File: src/rtl/gpio_irq_pkg.sv
package gpio_irq_pkg;
  localparam int ADDR_W = 3;

  localparam logic [ADDR_W-1:0] OFS_MODE  = 3'd0;
  localparam logic [ADDR_W-1:0] OFS_DUAL  = 3'd1;
  localparam logic [ADDR_W-1:0] OFS_POL   = 3'd2;
  localparam logic [ADDR_W-1:0] OFS_EN    = 3'd3;
  localparam logic [ADDR_W-1:0] OFS_RAW   = 3'd4;
  localparam logic [ADDR_W-1:0] OFS_MSKD  = 3'd5;
  localparam logic [ADDR_W-1:0] OFS_ACK   = 3'd6;

  // Edge qualification: any change when dual, else direction chosen by polarity.
  function automatic logic f_edge_hit(input logic dual, input logic pol,
                                      input logic cur, input logic prv);
    logic rise, fall;
    rise = cur & ~prv;
    fall = ~cur & prv;
    if (dual) return rise | fall;
    return pol ? rise : fall;
  endfunction

  // Level qualification: active-high or active-low per polarity.
  function automatic logic f_level_hit(input logic pol, input logic cur);
    return pol ? cur : ~cur;
  endfunction
endpackage

File: src/rtl/gpio_irq_cfg.sv
module gpio_irq_cfg
  import gpio_irq_pkg::*;
#(
  parameter int PINS = 8
) (
  input  logic              clk,
  input  logic              rst_n,
  input  logic              bus_sel,
  input  logic              bus_wr,
  input  logic [ADDR_W-1:0] bus_addr,
  input  logic [PINS-1:0]   bus_wdata,
  input  logic [PINS-1:0]   raw_vec,
  input  logic [PINS-1:0]   mskd_vec,
  output logic [PINS-1:0]   mode_vec,
  output logic [PINS-1:0]   dual_vec,
  output logic [PINS-1:0]   pol_vec,
  output logic [PINS-1:0]   en_vec,
  output logic [PINS-1:0]   ack_vec,
  output logic [PINS-1:0]   bus_rdata
);
  logic wr_stb;
  assign wr_stb = bus_sel & bus_wr;

  always_ff @(posedge clk or negedge rst_n) begin
    if (!rst_n) begin
      mode_vec <= '0;
      dual_vec <= '0;
      pol_vec  <= '0;
      en_vec   <= '0;
    end else if (wr_stb) begin
      case (bus_addr)
        OFS_MODE: mode_vec <= bus_wdata;
        OFS_DUAL: dual_vec <= bus_wdata;
        OFS_POL:  pol_vec  <= bus_wdata;
        OFS_EN:   en_vec   <= bus_wdata;
        default: ;
      endcase
    end
  end

  assign ack_vec = (wr_stb && bus_addr == OFS_ACK) ? bus_wdata : '0;

  always_comb begin
    case (bus_addr)
      OFS_MODE: bus_rdata = mode_vec;
      OFS_DUAL: bus_rdata = dual_vec;
      OFS_POL:  bus_rdata = pol_vec;
      OFS_EN:   bus_rdata = en_vec;
      OFS_RAW:  bus_rdata = raw_vec;
      OFS_MSKD: bus_rdata = mskd_vec;
      default:  bus_rdata = '0;
    endcase
  end

  AST_CFG_HOLD: assert property (@(posedge clk) disable iff (!rst_n)
    !wr_stb |=> ($stable(mode_vec) && $stable(dual_vec) && $stable(pol_vec) && $stable(en_vec)));
endmodule

File: src/rtl/gpio_irq_pin.sv
module gpio_irq_pin
  import gpio_irq_pkg::*;
(
  input  logic clk,
  input  logic rst_n,
  input  logic pin_cur,
  input  logic cfg_mode,
  input  logic cfg_dual,
  input  logic cfg_pol,
  input  logic ack,
  output logic raw_flag
);
  logic pin_prev;
  logic edge_hit;
  logic level_hit;
  logic edge_flag;

  assign edge_hit  = f_edge_hit(cfg_dual, cfg_pol, pin_cur, pin_prev);
  assign level_hit = f_level_hit(cfg_pol, pin_cur);

  always_ff @(posedge clk or negedge rst_n) begin
    if (!rst_n) begin
      pin_prev  <= 1'b0;
      edge_flag <= 1'b0;
    end else begin
      pin_prev <= pin_cur;
      if (cfg_mode) edge_flag <= 1'b0;
      else          edge_flag <= edge_hit | (edge_flag & ~ack);
    end
  end

  assign raw_flag = cfg_mode ? level_hit : edge_flag;

  AST_EDGE_STICKY: assert property (@(posedge clk) disable iff (!rst_n)
    (edge_flag && !ack && !cfg_mode) |=> edge_flag);
  AST_SET_WINS: assert property (@(posedge clk) disable iff (!rst_n)
    (edge_hit && ack && !cfg_mode) |=> edge_flag);
  AST_NO_SPURIOUS_SET: assert property (@(posedge clk) disable iff (!rst_n)
    (!edge_flag && !edge_hit) |=> !edge_flag);
  AST_LEVEL_CLEARS: assert property (@(posedge clk) disable iff (!rst_n)
    cfg_mode |=> !edge_flag);
  AST_DUAL_ANY_CHANGE: assert property (@(posedge clk) disable iff (!rst_n)
    (!cfg_mode && cfg_dual && (pin_cur != pin_prev)) |=> edge_flag);
endmodule

File: src/rtl/gpio_irq_unit.sv
module gpio_irq_unit
  import gpio_irq_pkg::*;
#(
  parameter int PINS = 8
) (
  input  logic              clk,
  input  logic              rst_n,
  input  logic [PINS-1:0]   pin_in,
  input  logic              bus_sel,
  input  logic              bus_wr,
  input  logic [ADDR_W-1:0] bus_addr,
  input  logic [PINS-1:0]   bus_wdata,
  output logic [PINS-1:0]   bus_rdata,
  output logic              port_irq
);
  logic [PINS-1:0] mode_vec, dual_vec, pol_vec, en_vec, ack_vec;
  logic [PINS-1:0] raw_vec, mskd_vec;

  gpio_irq_cfg #(.PINS(PINS)) u_cfg (
    .clk       (clk),
    .rst_n     (rst_n),
    .bus_sel   (bus_sel),
    .bus_wr    (bus_wr),
    .bus_addr  (bus_addr),
    .bus_wdata (bus_wdata),
    .raw_vec   (raw_vec),
    .mskd_vec  (mskd_vec),
    .mode_vec  (mode_vec),
    .dual_vec  (dual_vec),
    .pol_vec   (pol_vec),
    .en_vec    (en_vec),
    .ack_vec   (ack_vec),
    .bus_rdata (bus_rdata)
  );

  for (genvar g = 0; g < PINS; g++) begin : g_pin
    gpio_irq_pin u_pin (
      .clk      (clk),
      .rst_n    (rst_n),
      .pin_cur  (pin_in[g]),
      .cfg_mode (mode_vec[g]),
      .cfg_dual (dual_vec[g]),
      .cfg_pol  (pol_vec[g]),
      .ack      (ack_vec[g]),
      .raw_flag (raw_vec[g])
    );
  end

  assign mskd_vec = raw_vec & en_vec;
  assign port_irq = |mskd_vec;

  AST_IRQ_NEEDS_ENABLE: assert property (@(posedge clk) disable iff (!rst_n)
    port_irq |-> (en_vec != '0));
endmodule

File: config.mk
export PLATFORM = sky130hd
export DESIGN_NAME = gpio_irq_unit
export DESIGN_NICKNAME = d
export VERILOG_FILES = /design/src/rtl/gpio_irq_pkg.sv /design/src/rtl/gpio_irq_cfg.sv /design/src/rtl/gpio_irq_pin.sv /design/src/rtl/gpio_irq_unit.sv
export SDC_FILE = /design/constraint.sdc
export NUM_CORES = 1
export LEC_CHECK = 0
export BUFFER_PORTS_ARGS = -buffer_cell sky130_fd_sc_hd__buf_2
export CAP_MARGIN = 20
export CORE_MARGIN = 5
export CORE_UTILIZATION = 35
export DETAILED_ROUTE_END_ITERATION = 6
export SYNTH_ARGS = -nofsm -noshare
export SYNTH_HDL_FRONTEND = slang
export SYNTH_HIERARCHICAL = 1
export SYNTH_SLANG_ARGS = --single-unit
File: constraint.sdc
create_clock -name clk -period 2.5 [get_ports clk]
set_input_delay 0.125 -clock clk [delete_from_list [all_inputs] [get_ports clk]]
set_output_delay 0.125 -clock clk [all_outputs]
set_load 0.01 [all_outputs]
==> results.sh <==
export IMPL_drtIter0Drc=65
export IMPL_critPathBufInv=1
export IMPL_drtPass1Iterations=4
export IMPL_use_met1_pct=17.4
export IMPL_grt_overflow_total=0
export IMPL_synth_simple_area_share_pct=12.0
export IMPL_grtUsageMet3_pct=2.87
export IMPL_cts_tree="yes"
export IMPL_ys_seq_area_share_pct=40.4
export IMPL_max_freq_mhz=403
export IMPL_yosys_register_bits=48
export IMPL_period_share_pct=99.3
export IMPL_power_w=0.00241
export IMPL_cp_data_arrival_time_ns=2.36
export IMPL_final_cells=403
export IMPL_die_x_microns=102
export IMPL_io_pins=32
export IMPL_ys_async_sr_fraction_pct=100
export IMPL_ant_nets=0
export IMPL_root_buffer="clkbuf_8"
export IMPL_drv_cap=0
export IMPL_viasPerCell=4.93
export IMPL_use_met2_pct=19.4
export IMPL_clk_path_buf_depth=2
export IMPL_track_usage_pct=12.7
export IMPL_path_cells="xnor2_1 -> mux2_4 -> and2_4 -> or4_4 -> or4_4 -> buf_6"
export IMPL_synth_compound_area_share_pct=7.53
export IMPL_vias=1986
export IMPL_final_nets=337
export IMPL_hp_class="in -> reg"
export IMPL_synth_top_area_cell="dfrtp_1"
export IMPL_grt_pass1_vias=2056
export IMPL_whs_ns=0.107
export IMPL_required_ns=2.38
export IMPL_cp_end_kind="output port"
export IMPL_p_per_area_nw_per_um2=698
export IMPL_setup_viol=0
export IMPL_period_minus_slack_ns=2.48
export IMPL_synth_xor_area_share_pct=2.36
export IMPL_drv_slew=0
export IMPL_ir_drop_uv=261
export IMPL_grt_pass1_wl_mm=10.3
export IMPL_rsz0062_at_grt="yes"
export IMPL_rows=33
export IMPL_hold_viol=0
export IMPL_synth_fa_ha_area_share_pct=6.73
export IMPL_synth_edf_count=0
export IMPL_cts_buffers=5
export IMPL_drc=0
export IMPL_io_buffers=31
export IMPL_worstMarginPinSlew_ns=0.633
export IMPL_synth_fp_nets=291
export IMPL_synthFlopType="dfrtp_1"
export IMPL_syn_to_final_growth_pct=16.2
export IMPL_antenna_found_initial=0
export IMPL_critical_path_max_fanout=2
export IMPL_synth_cell_types=33
export IMPL_slew_headroom_pct=57.7
export IMPL_cpMaxStageDelayCell="or4_4"
export IMPL_clkTransAtPathRegs_ns=0.09
export IMPL_htreeDepth=2
export IMPL_cellLeakagePower_nw=1.63
export IMPL_initial_core_util_pct=36.0
export IMPL_insertion_delay_ns=0.30
export IMPL_crit_path_frequent_cell="or4_4"
export IMPL_synthTopCellsByArea="dfrtp_1 40%, mux2_2 15%, mux2_4 8.1%"
export IMPL_synth_top_area_share_pct=40.4
export IMPL_syn_cell_area_sq_um=2970
export IMPL_slowest_delay_ns=0.52
export IMPL_netlist_instances=252
export IMPL_hpwl_mm=4.40
export IMPL_synth_top_family_by_area="multiplexers"
export IMPL_outcome="finished, final reports clean"
export IMPL_critPathKind="reg -> out"
export IMPL_routed_wl_mm=6.30
export IMPL_dieArea_sq_um=10400
export IMPL_skew_ns=0.00614
export IMPL_avgSynthCellArea_sq_um=11.8
export IMPL_grt_busiest_layer="met2"
export IMPL_core_sq_um=8260
export IMPL_startpoint_type="flop"
export IMPL_gp_congestion=0.758
export IMPL_clock_sinks=48
export IMPL_n_antenna_cell=0
export IMPL_place_inst=383
export IMPL_synthMuxAreaShare_pct=26.9
export IMPL_drive_gt1_share_pct=39.3
export IMPL_grt_max_degree=28
export IMPL_wl_per_cell_microns=15.6
export IMPL_synth_warnings=6
export IMPL_critPathTopFamily="simple AND/OR/NAND/NOR gates"
export IMPL_dieHeight_microns=102
==> layer usage <==
metal,part of all wire [%],up-vias
met1,47,945
li1,-,981
met5,0,-
met3,4.2,14
met4,2.3,0
met2,46,46
==> timing repair <==
item | in CTS | in global routing
resized for setup | 4 | 1
gates cloned | 0 | 0
hold buffers | 9 | 0
endpoints found under the setup margin | 1 | 1
pin swaps | 1 | 0
buffers inserted | 3 | 1
hold endpoints to repair | 29 | 0
==> logic make-up (layout without fill, tap and decap cells) <==
| family | after synthesis | in the layout |
|---|---|---|
| XOR/XNOR | 8 | 8 |
| flip-flops | 48 | 48 |
| adder cells (fa/ha/maj) | 16 | 16 |
| AND/OR/NAND/NOR | 58 | 58 |
| buffers and inverters | 24 | 70 |
| AO/OA/AOI/OAI | 31 | 31 |
| multiplexers | 67 | 67 |
==> state kept, by name (all words and copies together) (netlist names) <==
register,cells
u_cfg/mode_vec,8
g_pin.u_pin/pin_prev,8
u_cfg/dual_vec,8
u_cfg/pol_vec,8
g_pin.u_pin/edge_flag,8
u_cfg/en_vec,8
==> per-stage QoR <==
stage | util, % | instance area (sq um) | worst slack [ns] | TNS [ns]
global placement | 39.0 | 3220 | 0.193 | 0
detailed placement | 39.0 | 3220 | 0.186 | 0
CTS | 41.7 | 3440 | 0.00930 | 0
finish | 41.8 | 3450 | 0.0163 | 0
floorplan | - | 2970 | 0.416 | 0
global route | 41.8 | 3450 | -0.0672 | -0.0672
==> report_power, final <==
| part | total, W | internal [W] | switching (W) | leakage [nW] |
|---|---|---|---|---|
| Clock | 0.000506 | 0.000247 | 0.000259 | 0.0503 |
| Sequential | 0.00111 | 0.000952 | 0.000155 | 0.580 |
| Combinational | 0.000798 | 0.000483 | 0.000315 | 1.00 |
| Total | 0.00241 | 0.00168 | 0.000729 | 1.63 |
==> synth_stat cells, drive strengths merged (7+ instances only) <==
master and number:
a21oi 12, and2 16, buf 7, dfrtp 48, ha 16, inv 17, mux2 55, mux2i 12
nand2 14, nand2b 10, o21ai 8, xnor2 8
==> layout make-up <==
cell class                      instances  area (sq um)
Clock buffer                            7          96.3
Multi-Input combinational cell        180          1670
Inverter                               17          63.8
Sequential cell                        48          1200
Fill cell                             818          4800
Tap cell                              105           131
Timing Repair Buffer                   46           297
==> worst paths after layout <==
| path | slack [ns] | endpoint | cells past startpoint | from |
|---|---|---|---|---|
| worst max-delay path | 0.02 | port_irq | 6 | u_cfg/pol_vec[3]$_DFFE_PN0P_ |
| worst min-delay path | 0.11 | u_cfg/pol_vec[0]$_DFFE_PN0P_ | 2 | bus_wdata[0] |
| worst max register to register | 1.25 | g_pin[3].u_pin/edge_flag$_DFF_PN0_ | 5 | u_cfg/pol_vec[3]$_DFFE_PN0P_ |
| worst min register to register | 0.47 | g_pin[0].u_pin/edge_flag$_DFF_PN0_ | 1 | u_cfg/mode_vec[0]$_DFFE_PN0P_ |
| max in group asynchronous | 1.43 | u_cfg/en_vec[5]$_DFFE_PN0P_ | 3 | rst_n |
| min in group asynchronous | 0.32 | u_cfg/dual_vec[4]$_DFFE_PN0P_ | 2 | rst_n |
==> worst reg2reg max path, cell delays in order (launching register included) <==
cell and delay [ns]:
dfrtp_1 0.40, buf_4 0.13, buf_4 0.13, mux2_4 0.29, o21ai_2 0.11, a21oi_1 0.08
==> placed cells by master (no fill, tap or decap), drive strengths merged, types with 5 or more instances in the layout <==
cell type / n
a21oi: 12
and2: 16
buf: 37
clkbuf: 7
dfrtp: 48
dlygate4sd3: 9
ha: 16
inv: 17
mux2: 55
mux2i: 12
nand2: 14
nand2b: 10
nor2: 5
o21ai: 8
o221ai: 5
xnor2: 8
Power figures use the tool's default switching activity.
